**src/rtl/ata_tf_pkg.sv**
```systemverilog
package ata_tf_pkg;
  localparam logic [2:0] OFS_DATA  = 3'd0;
  localparam logic [2:0] OFS_COUNT = 3'd2;
  localparam logic [2:0] OFS_LBA_L = 3'd3;
  localparam logic [2:0] OFS_LBA_M = 3'd4;
  localparam logic [2:0] OFS_LBA_H = 3'd5;
  localparam logic [2:0] OFS_DEV   = 3'd6;
  localparam logic [2:0] OFS_STCMD = 3'd7;

  localparam int ST_BUSY  = 7;
  localparam int ST_READY = 6;
  localparam int ST_FAULT = 5;
  localparam int ST_XFER  = 3;
  localparam int ST_ERROR = 0;

  localparam logic [7:0] OP_RD_DMA = 8'hC8;
  localparam logic [7:0] OP_WR_DMA = 8'hCA;
  localparam logic [7:0] OP_FLUSH  = 8'hE7;
  localparam logic [7:0] OP_IDENT  = 8'hEC;

  localparam int LBA_W = 28;
  localparam int CNT_W = 9;

  typedef enum logic [1:0] {
    PH_IDLE  = 2'd0,
    PH_PIO   = 2'd1,
    PH_FLUSH = 2'd2,
    PH_DMA   = 2'd3
  } phase_e;
endpackage

```
**src/rtl/ata_tf_shadow.sv**
```systemverilog
module ata_tf_shadow
  import ata_tf_pkg::*;
(
  input  logic             clk_i,
  input  logic             rst_ni,
  input  logic             wr_i,
  input  logic [2:0]       addr_i,
  input  logic [7:0]       wdata_i,
  input  logic             latch_i,
  output logic [7:0]       rd_byte_o,
  output logic [LBA_W-1:0] lba_o,
  output logic [CNT_W-1:0] count_o
);
  logic [7:0] cnt_q, lo_q, mid_q, hi_q, dev_q;
  logic [LBA_W-1:0] lba_q;
  logic [CNT_W-1:0] count_q;

  always_ff @(posedge clk_i or negedge rst_ni) begin
    if (!rst_ni) begin
      cnt_q <= '0; lo_q <= '0; mid_q <= '0; hi_q <= '0; dev_q <= '0;
    end else if (wr_i) begin
      unique case (addr_i)
        OFS_COUNT: cnt_q <= wdata_i;
        OFS_LBA_L: lo_q  <= wdata_i;
        OFS_LBA_M: mid_q <= wdata_i;
        OFS_LBA_H: hi_q  <= wdata_i;
        OFS_DEV:   dev_q <= {wdata_i[7:5], 1'b0, wdata_i[3:0]}; // only device 0 exists
        default: ;
      endcase
    end
  end

  always_ff @(posedge clk_i or negedge rst_ni) begin
    if (!rst_ni) begin
      lba_q   <= '0;
      count_q <= CNT_W'(256);
    end else if (latch_i) begin
      lba_q   <= {dev_q[3:0], hi_q, mid_q, lo_q};
      count_q <= (cnt_q == 8'd0) ? CNT_W'(256) : CNT_W'(cnt_q);
    end
  end

  always_comb begin
    unique case (addr_i)
      OFS_COUNT: rd_byte_o = cnt_q;
      OFS_LBA_L: rd_byte_o = lo_q;
      OFS_LBA_M: rd_byte_o = mid_q;
      OFS_LBA_H: rd_byte_o = hi_q;
      OFS_DEV:   rd_byte_o = dev_q;
      default:   rd_byte_o = 8'h00;
    endcase
  end

  assign lba_o   = lba_q;
  assign count_o = count_q;

  assert_dev1_reads_zero_R2: assert property (@(posedge clk_i) disable iff (!rst_ni)
    (addr_i == OFS_DEV) |-> !rd_byte_o[4]);
  assert_count_nonzero_R10: assert property (@(posedge clk_i) disable iff (!rst_ni)
    (count_o != '0) && (count_o <= CNT_W'(256)));
endmodule

```
**src/rtl/ata_tf_pio_cnt.sv**
```systemverilog
module ata_tf_pio_cnt #(
  parameter int ID_WORDS = 256,
  localparam int IDX_W = (ID_WORDS > 1) ? $clog2(ID_WORDS) : 1
) (
  input  logic             clk_i,
  input  logic             rst_ni,
  input  logic             start_i,
  input  logic             step_i,
  output logic [IDX_W-1:0] idx_o,
  output logic             last_o
);
  logic [IDX_W-1:0] idx_q;

  always_ff @(posedge clk_i or negedge rst_ni) begin
    if (!rst_ni)       idx_q <= '0;
    else if (start_i)  idx_q <= '0;
    else if (step_i)   idx_q <= last_o ? '0 : idx_q + 1'b1;
  end

  assign idx_o  = idx_q;
  assign last_o = (idx_q == IDX_W'(ID_WORDS - 1));

  assert_idx_range_R3: assert property (@(posedge clk_i) disable iff (!rst_ni)
    32'(idx_q) < ID_WORDS);
  assert_idx_step_R3: assert property (@(posedge clk_i) disable iff (!rst_ni)
    (step_i && !start_i && !last_o) |=> (idx_q == $past(idx_q) + 1'b1));
endmodule

```
**src/rtl/ata_tf_seq.sv**
```systemverilog
module ata_tf_seq
  import ata_tf_pkg::*;
(
  input  logic       clk_i,
  input  logic       rst_ni,
  input  logic       cmd_wr_i,
  input  logic [7:0] cmd_i,
  input  logic       stat_rd_i,
  input  logic       data_rd_i,
  input  logic       pio_last_i,
  input  logic       flush_done_i,
  input  logic       dma_done_i,
  output logic [7:0] status_o,
  output logic       irq_o,
  output logic       dma_req_o,
  output logic       dma_dir_o,
  output logic       accept_o,
  output logic       pio_start_o,
  output logic       pio_step_o
);
  phase_e phase_q, phase_d;
  logic   err_q, irq_q, dir_q;
  logic   idle, bad_op, irq_set;
  phase_e op_phase;

  assign idle     = (phase_q == PH_IDLE);
  assign accept_o = cmd_wr_i && idle;

  always_comb begin
    bad_op   = 1'b0;
    op_phase = PH_IDLE;
    unique case (cmd_i)
      OP_IDENT:             op_phase = PH_PIO;
      OP_FLUSH:             op_phase = PH_FLUSH;
      OP_RD_DMA, OP_WR_DMA: op_phase = PH_DMA;
      default:              bad_op   = 1'b1;
    endcase
  end

  always_comb begin
    phase_d = phase_q;
    unique case (phase_q)
      PH_IDLE:  if (accept_o) phase_d = op_phase;
      PH_PIO:   if (data_rd_i && pio_last_i) phase_d = PH_IDLE;
      PH_FLUSH: if (flush_done_i) phase_d = PH_IDLE;
      PH_DMA:   if (dma_done_i) phase_d = PH_IDLE;
      default:  phase_d = PH_IDLE;
    endcase
  end

  // completion or data-ready events; a set wins over an acknowledge
  assign irq_set = (accept_o && (bad_op || op_phase == PH_PIO))
                || (phase_q == PH_FLUSH && flush_done_i)
                || (phase_q == PH_DMA && dma_done_i);

  always_ff @(posedge clk_i or negedge rst_ni) begin
    if (!rst_ni) begin
      phase_q <= PH_IDLE;
      err_q   <= 1'b0;
      irq_q   <= 1'b0;
      dir_q   <= 1'b0;
    end else begin
      phase_q <= phase_d;
      if (accept_o) begin
        err_q <= bad_op;
        dir_q <= (cmd_i == OP_RD_DMA);
      end
      if (irq_set)        irq_q <= 1'b1;
      else if (stat_rd_i) irq_q <= 1'b0;
    end
  end

  always_comb begin
    status_o           = 8'h00;
    status_o[ST_BUSY]  = (phase_q == PH_FLUSH) || (phase_q == PH_DMA);
    status_o[ST_READY] = 1'b1;
    status_o[ST_FAULT] = 1'b0;
    status_o[ST_XFER]  = (phase_q == PH_PIO);
    status_o[ST_ERROR] = err_q;
  end

  assign irq_o       = irq_q;
  assign dma_req_o   = (phase_q == PH_DMA);
  assign dma_dir_o   = dir_q;
  assign pio_start_o = accept_o && (op_phase == PH_PIO);
  assign pio_step_o  = data_rd_i && (phase_q == PH_PIO);

  assert_flush_hold_R5: assert property (@(posedge clk_i) disable iff (!rst_ni)
    (phase_q == PH_FLUSH && !flush_done_i) |=> status_o[ST_BUSY]);
  assert_irq_ack_R6: assert property (@(posedge clk_i) disable iff (!rst_ni)
    (stat_rd_i && idle && !cmd_wr_i) |=> !irq_o);
  assert_dma_busy_R7: assert property (@(posedge clk_i) disable iff (!rst_ni)
    dma_req_o |-> (status_o[ST_BUSY] && !status_o[ST_XFER]));
  assert_busy_cmd_ignored_R11: assert property (@(posedge clk_i) disable iff (!rst_ni)
    (phase_q == PH_DMA && cmd_wr_i && !dma_done_i) |=> (dma_req_o && $stable(dma_dir_o)));
  assert_stray_done_R12: assert property (@(posedge clk_i) disable iff (!rst_ni)
    (idle && !cmd_wr_i && !irq_o) |=> (!irq_o && status_o[ST_READY] && !status_o[ST_BUSY]));
endmodule

```
**src/rtl/ata_taskfile_ctrl.sv**
```systemverilog
module ata_taskfile_ctrl
  import ata_tf_pkg::*;
#(
  parameter int ID_WORDS = 256,
  parameter int WORD_W   = 16,
  localparam int IDX_W   = (ID_WORDS > 1) ? $clog2(ID_WORDS) : 1
) (
  input  logic              clk_i,
  input  logic              rst_ni,
  input  logic [2:0]        reg_addr_i,
  input  logic              reg_wr_i,
  input  logic [7:0]        reg_wdata_i,
  input  logic              reg_rd_i,
  output logic [WORD_W-1:0] reg_rdata_o,
  output logic [IDX_W-1:0]  id_idx_o,
  input  logic [WORD_W-1:0] id_word_i,
  input  logic              flush_done_i,
  input  logic              dma_done_i,
  output logic              dma_req_o,
  output logic              dma_dir_o,
  output logic [27:0]       lba_o,
  output logic [8:0]        sector_count_o,
  output logic              irq_o
);
  logic       cmd_wr, stat_rd, data_rd, accept, pio_start, pio_step, pio_last;
  logic [7:0] status, shadow_byte;

  assign cmd_wr  = reg_wr_i && (reg_addr_i == OFS_STCMD);
  assign stat_rd = reg_rd_i && (reg_addr_i == OFS_STCMD);
  assign data_rd = reg_rd_i && (reg_addr_i == OFS_DATA);

  ata_tf_shadow u_shadow (
    .clk_i     (clk_i),
    .rst_ni    (rst_ni),
    .wr_i      (reg_wr_i),
    .addr_i    (reg_addr_i),
    .wdata_i   (reg_wdata_i),
    .latch_i   (accept),
    .rd_byte_o (shadow_byte),
    .lba_o     (lba_o),
    .count_o   (sector_count_o)
  );

  ata_tf_seq u_seq (
    .clk_i        (clk_i),
    .rst_ni       (rst_ni),
    .cmd_wr_i     (cmd_wr),
    .cmd_i        (reg_wdata_i),
    .stat_rd_i    (stat_rd),
    .data_rd_i    (data_rd),
    .pio_last_i   (pio_last),
    .flush_done_i (flush_done_i),
    .dma_done_i   (dma_done_i),
    .status_o     (status),
    .irq_o        (irq_o),
    .dma_req_o    (dma_req_o),
    .dma_dir_o    (dma_dir_o),
    .accept_o     (accept),
    .pio_start_o  (pio_start),
    .pio_step_o   (pio_step)
  );

  ata_tf_pio_cnt #(.ID_WORDS(ID_WORDS)) u_pio_cnt (
    .clk_i   (clk_i),
    .rst_ni  (rst_ni),
    .start_i (pio_start),
    .step_i  (pio_step),
    .idx_o   (id_idx_o),
    .last_o  (pio_last)
  );

  always_comb begin
    unique case (reg_addr_i)
      OFS_DATA:  reg_rdata_o = status[ST_XFER] ? id_word_i : '0;
      OFS_STCMD: reg_rdata_o = WORD_W'(status);
      default:   reg_rdata_o = WORD_W'(shadow_byte);
    endcase
  end

  assert_latch_hold_R9: assert property (@(posedge clk_i) disable iff (!rst_ni)
    !accept |=> ($stable(lba_o) && $stable(sector_count_o)));
  assert_data_idle_zero_R4: assert property (@(posedge clk_i) disable iff (!rst_ni)
    ((reg_addr_i == OFS_DATA) && !status[ST_XFER]) |-> (reg_rdata_o == '0));
endmodule

```
**config.mk**
```make
export PLATFORM = sky130hd
export DESIGN_NAME = ata_taskfile_ctrl
export DESIGN_NICKNAME = d
export VERILOG_FILES = /design/src/rtl/ata_tf_pkg.sv /design/src/rtl/ata_tf_shadow.sv /design/src/rtl/ata_tf_pio_cnt.sv /design/src/rtl/ata_tf_seq.sv /design/src/rtl/ata_taskfile_ctrl.sv
export SDC_FILE = /design/constraint.sdc
export NUM_CORES = 1
export LEC_CHECK = 0
export CAP_MARGIN = 20
export CORE_MARGIN = 4
export CORE_UTILIZATION = 46
export DETAILED_ROUTE_END_ITERATION = 8
export PLACE_DENSITY = 0.73
export SETUP_SLACK_MARGIN = 0.4
export SYNTH_ARGS = -nofsm -noshare
export SYNTH_HDL_FRONTEND = slang
export SYNTH_SLANG_ARGS = --single-unit
```
**constraint.sdc**
```tcl
create_clock -name clk_i -period 2.3 [get_ports clk_i]
set_input_delay 0.46 -clock clk_i [delete_from_list [all_inputs] [get_ports clk_i]]
set_output_delay 0.46 -clock clk_i [all_outputs]
set_load 0.02 [all_outputs]
```
Word-level counts from Yosys, hierarchy flattened

Index checks and enable logic that the tools add are counted.

Add/subtract/negate cells: 1
Equal/unequal tests: 19
Multiplexer cells: 16
Reductions and logical operators: 27

Operators with widths:

| operator            | number |
|---|---|
| $eq 8x8->1 const B  | 5 |
| $pmux 8 s5          | 1 |
| $pmux 16 s2         | 1 |
| $mux 8              | 3 |
| $mux 16             | 1 |
| $eq 3x3->1 const B  | 4 |
| $logic_and 1x1->1   | 10 |
| $reduce_and 2->1    | 5 |
| $mux 9              | 1 |
| $add 8x1->8 const B | 1 |
| $logic_not 8->1     | 1 |
| $mux 2              | 4 |
| $pmux 2 s4          | 1 |
| $eq 3x2->1 const B  | 2 |
| $pmux 2 s3          | 1 |
| $eq 2x1->1 const B  | 2 |
| $eq 2x2->1 const B  | 2 |
| $logic_or 1x1->1    | 4 |
| $ne 2x1->1 const B  | 2 |
| $ne 2x2->1 const B  | 2 |
| $reduce_and 4->1    | 1 |
| $reduce_bool 2->1   | 2 |
| $reduce_or 4->1     | 1 |
| $logic_not 3->1     | 1 |
| 3 further kinds     | 5 |

Bits in registers: 89
Input bits: 33
Output and inout bits: 64
Word-level logic and storage cells: 75

Logic depth before layout (Yosys ltp)

Gate-level depths: netlist of the first run.

Word-level depth: 9
Depth in mapped cells: 7
Gate-level depth less buffers: 5

Modules after synthesis

From an unflattened synthesis of the first run, not the netlist that was laid out.

Cells, all modules: 331
Area total of the unflattened synthesis: 4309.1 um^2

By module, submodules not included:

| module            | instances | cells an instance | area each (um^2) | sequential area each (um^2) |
|---|---|---|---|---|
| ata_tf_shadow     | 1         | 211               | 3209.3           | 1903.1 |
| ata_tf_pio_cnt    | 1         | 46                | 434.2            | 200.2 |
| ata_tf_seq        | 1         | 41                | 394.1            | 125.1 |
| ata_taskfile_ctrl | 1         | 33                | 271.5            | 0.0 |

Worst setup path before layout of the first run

No wires, ideal clock.

Path kind: input to output
From: input reg_addr_i[0]
To: output reg_rdata_o[10]
Data arrival time: 1.874 ns
Slack: -0.034 ns
Stages on the path: 5
Path buffers: 2
Cells stage by stage: buf_2 > or4b_1 > nor2_1 > buf_2 > and2_1

Cells in the longest elaborated chain, start to end: 2

RTL lines:

| what                                                 | RTL line                | text |
|---|---|---|
| start, declared                                      | ata_taskfile_ctrl.sv:10 | `input logic [2:0] reg_addr_i,` |
| $eq 3x3->1 / $logic_not 3->1 (equally long branches) | ata_taskfile_ctrl.sv:73 | `unique case (reg_addr_i)` |
| $pmux 16 s2 *                                        | ata_taskfile_ctrl.sv:73 |  |
| end, declared                                        | ata_taskfile_ctrl.sv:14 | `output logic [WORD_W-1:0] reg_rdata_o,` |

Every way passes the cells marked *; elsewhere a longest branch is shown, timed or not.

Final worst setup path of the first run

From: register u_seq.phase_q[0]
To: output reg_rdata_o[13]

Cells in the longest elaborated chain, start to end: 3

RTL lines:

| what                   | RTL line                | text |
|---|---|---|
| start, declared        | ata_tf_seq.sv:21        | `phase_e phase_q, phase_d;` |
| start signal, assigned | ata_tf_seq.sv:63        | `phase_q <= phase_d;` |
| $eq 2x1->1             | ata_tf_seq.sv:78        | `status_o[ST_XFER] = (phase_q == PH_PIO);` |
| $mux 16                | ata_taskfile_ctrl.sv:74 | `OFS_DATA: reg_rdata_o = status[ST_XFER] ? id_word_i : '0;` |
| $pmux 16 s2            | ata_taskfile_ctrl.sv:73 |  |

Every way passes these cells.

==> implementation parameters, run 1 <==
Parameter                              Value

Status
  Result of the run    finished with violations
  Violations in the final reports    setup timing

GRT
  Initial antenna violation count    0
  Via count of the first global-routing pass    3309
  Wire length of the first global-routing pass    17.33 mm
  Gr ovfl total    0
  Overall track demand over capacity in global routing    21.55%
  Pin count of the biggest net entering global routing    47

Drt
  Iteration-0 DRC count of the detailed router    118
  Pre-Repair DR Iteration Count    4
  Antenna viol nets, final    0
  DRC viols    0
  Total via count in the routed design    3221
  Total wirelength of the detailed-routed design    11.47 mm
  Per-cell routed wire length    19.57 um
  Via density per instance    5.497

Logic synthesis
  Async set or reset register ratio after synthesis    100.0%
  Number of synthesized flops with an enable pin    0
  Count of state elements after synthesis    89
  Net count after synthesis    356
  Cell type contributing the most total cell area after synthesis    sky130_fd_sc_hd__dfrtp_1
  Cell count after synthesis    322
  Post-Synthesis Mean Instance Area    12.88 um^2
  Post-synth design cell area    4146 um^2
  Largest cells by area after synthesis    sky130_fd_sc_hd__dfrtp_1, sky130_fd_sc_hd__mux2_2, sky130_fd_sc_hd__mux2_1
  Synth cell types    48
  Seq/Total Area, Yosys    53.74%
  Yosys top cell area share    53.11%
  Synth Flop Type    sky130_fd_sc_hd__dfrtp_1
  Count of synthesis-stage warnings from yosys    0

Cells and area
  Share of final-layout standard cells stronger than drive strength 1    44.77%
  Area delta synth->final    49.34%
  Number of inserted diodes    0
  Number of nets in the layout    507
  Fill count    612

STA
  Final worst slack    -0.02036 ns
  FMAX    0.4310 GHz
  Max-slew headroom    61.45%
  Post-route fraction of the period consumed by the critical path    100.9%
  Final worst clock skew    0.005950 ns
  Transition time at the pin with the least slew margin    0.5752 ns
  Clock period minus worst slack    2.320 ns
  Pins over their slew limit    0
  RSZ-0062 raised after global routing    yes
  Total count of hold-check failures in the final report    0
  Number of setup violations in the final report    10
  Worst hold slack after final layout    0.08891 ns

Critical path
  R2R Path End    u_shadow.lba_o[13]
  Crit path DAT    1.86 ns
  Critical path endpoint category    output pin
  Critical Path Fanout Max    8
  Required arrival time at the worst endpoint    1.84 ns
  Launch point of the worst path    u_seq.phase_q[0]
  Slack of the worst reg-to-reg path    0.29 ns
  Critical path startpoint category    register
  Reg2reg start    u_seq.phase_q[0]
  Critical path capture point    reg_rdata_o[13]
  WS Path Type    reg2out
  R2r worst-path depth    7

Floorplan
  Std-Cell Rows    34
  Die Ht    102.9 um
  Die Area    10600 um^2
  Core area    8763 um^2
  Initial core utilization    47.32%
  Horiz. Die Dim    102.9 um
  Total I/O pin count    97

Clocking
  Hold buffer count at CTS    0
  Root buffer cell    sky130_fd_sc_hd__clkbuf_8
  Number of buffers on the longest clock path    2
  Clock insertion delay at the later pin of the skew report    0.35 ns
  CTS tree    done
  Clock Pin Slew Worst Setup and Hold Paths    0.09 ns
  CTS HTree Levels    3
  CTS Buf Count    9
  Sink count of the clock tree    89

Placement
  Placed wire-length estimate after detailed placement    8.007 mm
  Setup WS pre-CTS    -0.8284 ns
  Weighted congestion at the end of routability-driven global placement    0.8943
  Count of buffers inserted at the top-level ports    96

Worst hold path
  Type of the tightest min-delay check    in2async

Run
  Count of maximum capacitance violations    0

Power
  Leak Pwr    2.886 nW
  Cell area power density    843.3 nW/um^2
  Worst VDD drop    0.6328 mV
cell usage after synthesis (3+ instances only):
library cell               number
sky130_fd_sc_hd__o31ai_1        3
sky130_fd_sc_hd__or3_1          3
sky130_fd_sc_hd__nor2_1        11
sky130_fd_sc_hd__nand4_1        5
sky130_fd_sc_hd__mux2i_1        5
sky130_fd_sc_hd__dfrtp_1       88
sky130_fd_sc_hd__and2_1         9
sky130_fd_sc_hd__nor2b_1        7
sky130_fd_sc_hd__clkbuf_1       5
sky130_fd_sc_hd__o21ai_0        8
sky130_fd_sc_hd__mux2_1        35
sky130_fd_sc_hd__a21oi_1       10
sky130_fd_sc_hd__mux2_2        47
sky130_fd_sc_hd__mux4_2         3
sky130_fd_sc_hd__buf_2          7
sky130_fd_sc_hd__a22oi_1        7
sky130_fd_sc_hd__nand3_1        5
sky130_fd_sc_hd__nor4_1         3
sky130_fd_sc_hd__nand2_1       21
sky130_fd_sc_hd__buf_6          4
how the worst min path moves through the flow:
stage,start,end,slack [ns],depth (start not counted)
3_3_place_gp,u_shadow.lba_o[8],u_shadow.lba_o[8],0.48,1
2_1_floorplan,rst_ni,u_pio_cnt.idx_o[0],0.16,0
3_5_place_dp,u_shadow.lba_o[6],u_shadow.lba_o[6],0.48,1
6_report,rst_ni,u_pio_cnt.idx_o[5],0.09,1
4_1_cts,rst_ni,u_pio_cnt.idx_o[5],0.11,1
5_1_grt,rst_ni,u_pio_cnt.idx_o[5],0.13,1
worst max-delay path, cell delays in order (launching register included):
cell,delay [ns]
sky130_fd_sc_hd__dfrtp_1,0.39
sky130_fd_sc_hd__or4b_4,0.50
sky130_fd_sc_hd__nor2_4,0.21
sky130_fd_sc_hd__buf_6,0.16
sky130_fd_sc_hd__and2_4,0.14
sky130_fd_sc_hd__buf_6,0.11
logic make-up after synthesis:
group	count (synthesis)	share of synthesized area (%)
fa+ha+maj	1	0.3017
compound gates	38	5.915
simple gates	82	11.77
mux	90	25.11
buf+inv	20	2.746
flops	89	53.74
xor+xnor	2	0.4225
registers in the layout, indices dropped and copies added, names as in the netlist:
name	count
u_seq.phase_q	2
u_seq.err_q	1
u_seq.irq_o	1
u_shadow.dev_q	7
u_pio_cnt.idx_o	8
u_seq.dma_dir_o	1
u_shadow.cnt_q	8
u_shadow.hi_q	8
u_shadow.lo_q	8
u_shadow.count_o	9
u_shadow.mid_q	8
u_shadow.lba_o	28
where the power goes:
part           internal, mW  switching, mW  total, mW
registers              1.96          0.274       2.23
logic                  1.04          0.759       1.80
clock network         0.645          0.549       1.19
total                  3.64           1.58       5.22
routing by layer:
layer  vias to the layer above  global-route usage [%]  part of all wire, %
li1                       1481                       -                    -
met1                      1633                   28.00                   44
met2                        89                   35.37                   49
met3                        18                   4.127                  4.9
met4                         0                   9.064                  1.9
met5                         -                       0                    0
stage by stage:
step	cell area, um^2	TNS [ns]	std cells	utilization, %	power [mW]
finish	6192	-0.1382	586	70.66	5.222
global route	6192	-1.364	586	70.66	5.456
CTS	5947	-0.01487	580	67.86	5.072
detailed placement	5562	-30.43	555	63.46	3.846
global placement	5562	-30.42	555	63.46	3.811
floorplan	4218	0	322	-	2.976
cells in the final DEF (no fill, tap or decap), types with 7 or more instances in the layout:
cell type                          n
sky130_fd_sc_hd__dfrtp_1          88
sky130_fd_sc_hd__clkdlybuf4s50_1  66
sky130_fd_sc_hd__buf_4            49
sky130_fd_sc_hd__mux2_2           47
sky130_fd_sc_hd__mux2_4           31
sky130_fd_sc_hd__buf_6            24
sky130_fd_sc_hd__nand2_1          15
sky130_fd_sc_hd__nor2_1           10
sky130_fd_sc_hd__clkbuf_8         10
sky130_fd_sc_hd__and2_4            9
sky130_fd_sc_hd__a21oi_1           8
sky130_fd_sc_hd__nor2b_1           7
repair_timing:
item,4_1_cts,5_1_grt
resized for setup,135,47
setup buffers,8,4
endpoints found under the setup margin,86,69
pin swaps,12,3
cloned,1,2
layout make-up:
type                            instances  area [um^2]  share of cell area [%]
Clock buffer                           12        145.1                   2.344
Clock inverter                          4        76.32                   1.233
Inverter                                2        7.507                  0.1212
Multi-Input combinational cell        213         2024                   32.69
Sequential cell                        89         2228                   35.99
Tap cell                              108        135.1                   2.182
Timing Repair Buffer                  158         1575                   25.44
Note: power is estimated with default switching activity, not from simulation.
==> run 2, diff against run 1 <==
--- a/config.mk
+++ b/config.mk
@@ -6,7 +6,6 @@
 export NUM_CORES = 1
 export LEC_CHECK = 0
 export CAP_MARGIN = 20
-export CORE_MARGIN = 4
 export CORE_UTILIZATION = 46
 export DETAILED_ROUTE_END_ITERATION = 8
 export PLACE_DENSITY = 0.73
==> implementation parameters, run 2 (synthesis results as in run 1) <==
Parameter                              Value

GRT
  Overall track demand over capacity in global routing    23.09% (+1.5 points)
  Via count of the first global-routing pass    3323 (+0.42%)
  Wire length of the first global-routing pass    16.92 mm (-2.3%)
  Gr ovfl total    0 (unchanged)
  Pin count of the biggest net entering global routing    47 (unchanged)
  Initial antenna violation count    0 (unchanged)

Critical path
  Critical path startpoint category    input port
  Maximum single-stage delay on the critical path    0.58 ns (+0.08 ns)
  WS Path Type    in2out
  R2r worst-path depth    5 (-2)
  Reg2reg start    u_seq.phase_q[0]
  Library cell appearing most often on the critical path    sky130_fd_sc_hd__buf_6
  Buffers plus inverters on the worst setup path    4 (+2)
  Critical path endpoint category    output pin
  Crit path DAT    1.89 ns (+0.03 ns)
  Required arrival time at the worst endpoint    1.84 ns (about the same)
  Critical Path, Cell by Cell    clkdlybuf4s15_1 -> or4b_4 -> nor2_4 -> buf_6 -> buf_6 -> a21o_1 -> buf_6
  R2R Path End    u_shadow.lba_o[9]
  Slack of the worst reg-to-reg path    0.33 ns (+0.04 ns)
  Highest-delay cell along the critical path    sky130_fd_sc_hd__or4b_4
  Critical Path Fanout Max    3 (-5)
  Cell family with most CP delay    simple AND/OR/NAND/NOR gates

Clocking
  Root buffer cell    sky130_fd_sc_hd__clkbuf_8
  CTS tree    done
  Clock Pin Slew Worst Setup and Hold Paths    0.09 ns (about the same)
  CTS Buf Count    9 (unchanged)
  Number of buffers on the longest clock path    2 (unchanged)
  Hold buffer count at CTS    0 (unchanged)
  CTS HTree Levels    3 (unchanged)
  Clock insertion delay at the later pin of the skew report    0.37 ns (+0.02 ns)
  Sink count of the clock tree    89 (unchanged)

Drt
  Pre-Repair DR Iteration Count    4 (unchanged)
  Iteration-0 DRC count of the detailed router    116 (-1.7%)
  Via density per instance    5.503 (+0.12%)
  Per-cell routed wire length    19.05 um (-2.7%)
  DRC viols    0 (unchanged)
  Antenna viol nets, final    0 (unchanged)
  Total via count in the routed design    3203 (-0.56%)
  Total wirelength of the detailed-routed design    11.09 mm (-3.3%)

STA
  Pins over their slew limit    0 (unchanged)
  Transition time at the pin with the least slew margin    0.6129 ns (+0.03771 ns)
  Aggregate negative setup slack    -0.5607 ns (-0.4225 ns)
  RSZ-0062 raised after global routing    yes
  Number of setup violations in the final report    16 (+6)
  Max-slew headroom    59.14% (-2.3 points)
  FMAX    0.4255 GHz (-1.3%)
  Worst hold slack after final layout    0.08961 ns (+0.0007025 ns)
  Final worst slack    -0.05043 ns (-0.03006 ns)
  Clock period minus worst slack    2.350 ns (+0.03006 ns)
  Post-route fraction of the period consumed by the critical path    102.2% (+1.3 points)
  Final worst clock skew    0.007412 ns (+0.001462 ns)
  Total count of hold-check failures in the final report    0 (unchanged)

Floorplan
  Core area    8721 um^2 (-0.49%)
  Die Ht    96.94 um (-5.8%)
  Total I/O pin count    97 (unchanged)
  Std-Cell Rows    34 (unchanged)
  Horiz. Die Dim    96.94 um (-5.8%)
  Die Area    9397 um^2 (-11%)
  Initial core utilization    47.55% (+0.23 points)

Placement
  Weighted congestion at the end of routability-driven global placement    0.8383 (-6.3%)
  Placed wire-length estimate after detailed placement    7.479 mm (-6.6%)
  Placed cell areas    5579 um^2 (+0.32%)
  Count of buffers inserted at the top-level ports    96 (unchanged)

Cells and area
  Commonest cells after routing, fill and taps aside    sky130_fd_sc_hd__dfrtp_1, sky130_fd_sc_hd__clkdlybuf4s50_1, sky130_fd_sc_hd__mux2_2, sky130_fd_sc_hd__buf_4, sky130_fd_sc_hd__buf_6
  Number of flip-flops under the largest register name    28 (unchanged)
  Most frequent standard cell in the layout excluding fill and tap cells    sky130_fd_sc_hd__dfrtp_1
  Final core utilization    71.35% (+0.69 points)
  Number of nets in the layout    503 (-0.79%)
  Fill count    590 (-3.6%)
  Cell area after layout    6222 um^2 (+0.48%)
  Area taken by multi-input logic gates    2038 um^2 (+0.68%)
  Number of inserted diodes    0 (unchanged)
  Share of final-layout standard cells stronger than drive strength 1    44.30% (-0.47 points)
  Area delta synth->final    50.06%
  Total area of sequential cells    2228 um^2 (unchanged)

Run
  Count of maximum capacitance violations    0 (unchanged)

Power
  Worst VDD drop    0.6654 mV (+5.2%)
  Cell area power density    831.6 nW/um^2 (-1.4%)
  Sum of internal, switching and leakage power    5.174 mW (-0.91%)
  Leak Pwr    2.841 nW (-1.5%)

Status
  Result of the run    finished with violations
  Violations in the final reports    setup timing

Worst hold path
  Type of the tightest min-delay check    in2async
run 2: cell types whose count changed in the layout (fill, tap and decap cells not counted), sizes merged, moves of 2 or more:
cell,previous run,this run
buf,80,73
clkbuf,14,12
dlygate4sd2,4,6
dlymetal6s2s,5,2
inv,2,6
run 2: what timing repair did:
item                                   CTS  global route
endpoints found under the hold margin    0             0
resized for setup                      131            49
pin swaps                               11             6
setup buffers                            8             4
setup endpoints to repair               95            54
cloned                                   0             5
run 2: cell type report:
type / instances / share of cell area [%]
Clock buffer: 9 / 1.991
Clock inverter: 7 / 1.488
Inverter: 2 / 0.1207
Multi-Input combinational cell: 214 / 32.76
Sequential cell: 89 / 35.81
Tap cell: 108 / 2.172
Timing Repair Buffer: 153 / 25.66
run 2: worst reg2reg max path, cell delays in order (launching register included):
cell and delay, ns:
sky130_fd_sc_hd__dfrtp_1 0.41, sky130_fd_sc_hd__buf_4 0.15, sky130_fd_sc_hd__buf_4 0.14, sky130_fd_sc_hd__or4_4 0.62, sky130_fd_sc_hd__clkbuf_16 0.23, sky130_fd_sc_hd__mux2_1 0.31
run 2: metrics by stage:
stage                     worst slack (ns)  std cells
after CTS                         -0.04352        573
after global placement             -0.7807        549
final                             -0.05043        582
after floorplan                     0.2290        322
after detailed placement           -0.8112        549
after global routing               -0.1219        582
run 2: worst max-delay path by stage:
stage / slack (ns) / cells after the start / start / to
after global routing: -0.12 / 6 / u_seq.phase_q[0] / reg_rdata_o[13]
after global placement: -0.78 / 6 / reg_addr_i[0] / reg_rdata_o[0]
after CTS: -0.04 / 6 / u_seq.phase_q[0] / reg_rdata_o[4]
after detailed placement: -0.81 / 6 / reg_addr_i[0] / reg_rdata_o[13]
after floorplan: 0.23 / 5 / reg_addr_i[0] / reg_rdata_o[10]
final: -0.05 / 7 / reg_addr_i[2] / reg_rdata_o[4]
run 2: power breakdown:
| part | switching (mW) | internal (mW) |
|---|---|---|
| logic | 0.758 | 1.02 |
| clock network | 0.631 | 0.532 |
| registers | 0.271 | 1.96 |
| total | 1.66 | 3.51 |
run 2: layer usage:
layer | global-route usage [%] | vias to the layer above | share of wire, %
met5 | 0 | - | 0
met2 | 39.11 | 106 | 50
met1 | 29.28 | 1610 | 43
met3 | 5.853 | 13 | 4.8
met4 | 6.544 | 0 | 1.6
li1 | - | 1474 | -
==> run 3, diff against run 2 <==
--- a/config.mk
+++ b/config.mk
@@ -6,6 +6,7 @@
 export NUM_CORES = 1
 export LEC_CHECK = 0
 export CAP_MARGIN = 20
+export CORE_MARGIN = 5
 export CORE_UTILIZATION = 46
 export DETAILED_ROUTE_END_ITERATION = 8
 export PLACE_DENSITY = 0.73
==> implementation parameters, run 3 (synthesis results as in run 1) <==
Parameter                              Value

Status
  Result of the run    finished with violations
  Violations in the final reports    setup timing

Cells and area
  Area delta synth->final    42.61%
  Total area of sequential cells    2230 um^2 (about the same)
  Number of flip-flops under the largest register name    28 (unchanged)
  Number of nets in the layout    498 (-0.99%)
  Fill count    664 (+13%)
  Commonest cells after routing, fill and taps aside    sky130_fd_sc_hd__dfrtp_1, sky130_fd_sc_hd__clkdlybuf4s50_1, sky130_fd_sc_hd__mux2_2, sky130_fd_sc_hd__buf_4, sky130_fd_sc_hd__mux2_1
  Number of inserted diodes    0 (unchanged)
  Most frequent standard cell in the layout excluding fill and tap cells    sky130_fd_sc_hd__dfrtp_1
  Share of final-layout standard cells stronger than drive strength 1    36.75% (-7.6 points)
  Area taken by multi-input logic gates    1896 um^2 (-7.0%)
  Post-route insts no fill    576 (-1.0%)

Clocking
  Root buffer cell    sky130_fd_sc_hd__clkbuf_8
  CTS tree    done
  Hold buffer count at CTS    0 (unchanged)
  Clock Pin Slew Worst Setup and Hold Paths    0.09 ns (about the same)
  CTS HTree Levels    3 (unchanged)
  CTS Buf Count    9 (unchanged)
  Sink count of the clock tree    89 (unchanged)
  Number of buffers on the longest clock path    2 (unchanged)
  Clock insertion delay at the later pin of the skew report    0.37 ns (about the same)

Critical path
  R2R Path End    u_pio_cnt.idx_o[4]
  Critical path endpoint category    output pin
  Crit path DAT    1.89 ns (about the same)
  Maximum single-stage delay on the critical path    0.49 ns (-0.09 ns)
  Buffers plus inverters on the worst setup path    2 (-2)
  Reg2reg start    u_seq.phase_q[0]
  WS Path Type    reg2out
  Highest-delay cell along the critical path    sky130_fd_sc_hd__or4b_4
  Slack of the worst reg-to-reg path    0.44 ns (+0.11 ns)
  Critical path startpoint category    register
  Critical Path, Cell by Cell    or4b_4 -> nor2_4 -> buf_6 -> and2_4 -> buf_6
  R2r worst-path depth    5 (unchanged)
  Required arrival time at the worst endpoint    1.84 ns (about the same)
  Cell family with most CP delay    simple AND/OR/NAND/NOR gates
  Library cell appearing most often on the critical path    sky130_fd_sc_hd__buf_6
  Critical Path Fanout Max    8 (+5)

Floorplan
  Die Ht    104.9 um (+8.3%)
  Horiz. Die Dim    104.9 um (+8.3%)
  Core area    8763 um^2 (+0.49%)
  Total I/O pin count    97 (unchanged)
  Initial core utilization    47.32% (-0.23 points)
  Std-Cell Rows    34 (unchanged)
  Die Area    11010 um^2 (+17%)

Drt
  Via density per instance    5.444 (-1.1%)
  Iteration-0 DRC count of the detailed router    133 (+15%)
  Total via count in the routed design    3136 (-2.1%)
  Total wirelength of the detailed-routed design    10.85 mm (-2.2%)
  Pre-Repair DR Iteration Count    4 (unchanged)
  DRC viols    0 (unchanged)
  Antenna viol nets, final    0 (unchanged)
  Per-cell routed wire length    18.83 um (-1.2%)

Placement
  Setup WS pre-CTS    -0.8091 ns (+0.002127 ns)
  Weighted congestion at the end of routability-driven global placement    0.8525 (+1.7%)
  Total instance count after detailed placement    558 (+1.6%)
  Placed wire-length estimate after detailed placement    8.241 mm (+10%)
  Count of buffers inserted at the top-level ports    96 (unchanged)

STA
  Total count of hold-check failures in the final report    0 (unchanged)
  Aggregate negative setup slack    -0.4994 ns (+0.06131 ns)
  RSZ-0062 raised after global routing    yes
  Pins over their slew limit    0 (unchanged)
  Clock period minus worst slack    2.347 ns (-0.003878 ns)
  FMAX    0.4262 GHz (+0.17%)
  Transition time at the pin with the least slew margin    0.6439 ns (+0.03095 ns)
  Final worst slack    -0.04655 ns (+0.003879 ns)
  Final worst clock skew    0.01228 ns (+0.004868 ns)
  Number of setup violations in the final report    15 (-1)
  Max-slew headroom    57.08% (-2.1 points)
  Post-route fraction of the period consumed by the critical path    102.0% (-0.17 points)

Run
  Count of maximum capacitance violations    0 (unchanged)

GRT
  Overall track demand over capacity in global routing    19.85% (-3.2 points)
  Initial antenna violation count    0 (unchanged)
  Via count of the first global-routing pass    3229 (-2.8%)
  Gr ovfl total    0 (unchanged)
  Pin count of the biggest net entering global routing    51 (+8.5%)
  Wire length of the first global-routing pass    17.31 mm (+2.3%)

Worst hold path
  Type of the tightest min-delay check    in2async

Power
  Worst VDD drop    0.6856 mV (+3.0%)
  Cell area power density    866.0 nW/um^2 (+4.1%)
  Leak Pwr    2.623 nW (-7.7%)
run 3: cell types whose count changed in the layout (fill, tap and decap cells not counted), moves of 3 or more:
| cell | before | now |
|---|---|---|
| sky130_fd_sc_hd__mux2_1 | 8 | 35 |
| sky130_fd_sc_hd__mux2_4 | 27 | 0 |
| sky130_fd_sc_hd__buf_4 | 34 | 47 |
| sky130_fd_sc_hd__buf_6 | 30 | 19 |
| sky130_fd_sc_hd__buf_12 | 7 | 2 |
| sky130_fd_sc_hd__a21oi_1 | 7 | 10 |
| sky130_fd_sc_hd__a21oi_2 | 3 | 0 |
| sky130_fd_sc_hd__clkbuf_16 | 3 | 0 |
| sky130_fd_sc_hd__nand2_1 | 12 | 15 |
| sky130_fd_sc_hd__nand2_2 | 9 | 6 |
run 3: routing by layer:
metal	track usage, %	part of all wire [%]	vias to the layer above
met4	6.210	1.8	0
met3	4.316	5.8	16
li1	-	-	1457
met5	0	0	-
met2	33.27	51	91
met1	25.75	41	1572
run 3: timing repair:
item / in CTS / in global routing
pin swaps: 11 / 3
buffers inserted: 2 / 0
endpoints found under the setup margin: 82 / 68
resized for setup: 125 / 6
gates cloned: 1 / 0
run 3: worst register-to-register path, cell delays in order, from the launching register on:
cell	delay, ns
sky130_fd_sc_hd__dfrtp_2	0.44
sky130_fd_sc_hd__buf_4	0.16
sky130_fd_sc_hd__or4_4	0.58
sky130_fd_sc_hd__buf_4	0.18
sky130_fd_sc_hd__o311ai_2	0.27
sky130_fd_sc_hd__o21ai_1	0.10
run 3: per-stage QoR:
stage | util [%] | cell area, um^2 | power (mW) | hold WS, ns
4_1_cts | 67.33 | 5901 | 5.168 | 0.1240
6_report | 67.48 | 5913 | 5.121 | 0.1117
3_3_place_gp | 63.72 | 5584 | 3.816 | 0.4745
5_1_grt | 67.48 | 5913 | 5.362 | 0.1599
3_5_place_dp | 63.72 | 5584 | 3.853 | 0.4806
2_1_floorplan | - | 4218 | 2.976 | 0.1644
run 3: worst max path at each step:
stage	slack [ns]	endpoint	cells after the start	startpoint
after floorplan	0.23	reg_rdata_o[10]	5	reg_addr_i[0]
after global placement	-0.77	reg_rdata_o[8]	6	reg_addr_i[0]
after detailed placement	-0.81	reg_rdata_o[11]	6	reg_addr_i[0]
after CTS	-0.06	reg_rdata_o[10]	5	u_seq.phase_q[0]
after global routing	-0.14	reg_rdata_o[11]	5	u_seq.phase_q[0]
final	-0.05	reg_rdata_o[11]	5	u_seq.phase_q[0]
run 3: area by class of cell:
cell class	count	share of cell area (%)
Clock buffer	9	2.095
Clock inverter	6	1.947
Inverter	2	0.1270
Multi-Input combinational cell	213	32.06
Sequential cell	89	37.71
Tap cell	108	2.285
Timing Repair Buffer	149	23.78
run 3: power by group:
| group | switching [mW] | internal (mW) | total, mW |
|---|---|---|---|
| clock | 0.574 | 0.723 | 1.30 |
| combinational | 0.741 | 0.874 | 1.61 |
| sequential | 0.251 | 1.96 | 2.21 |
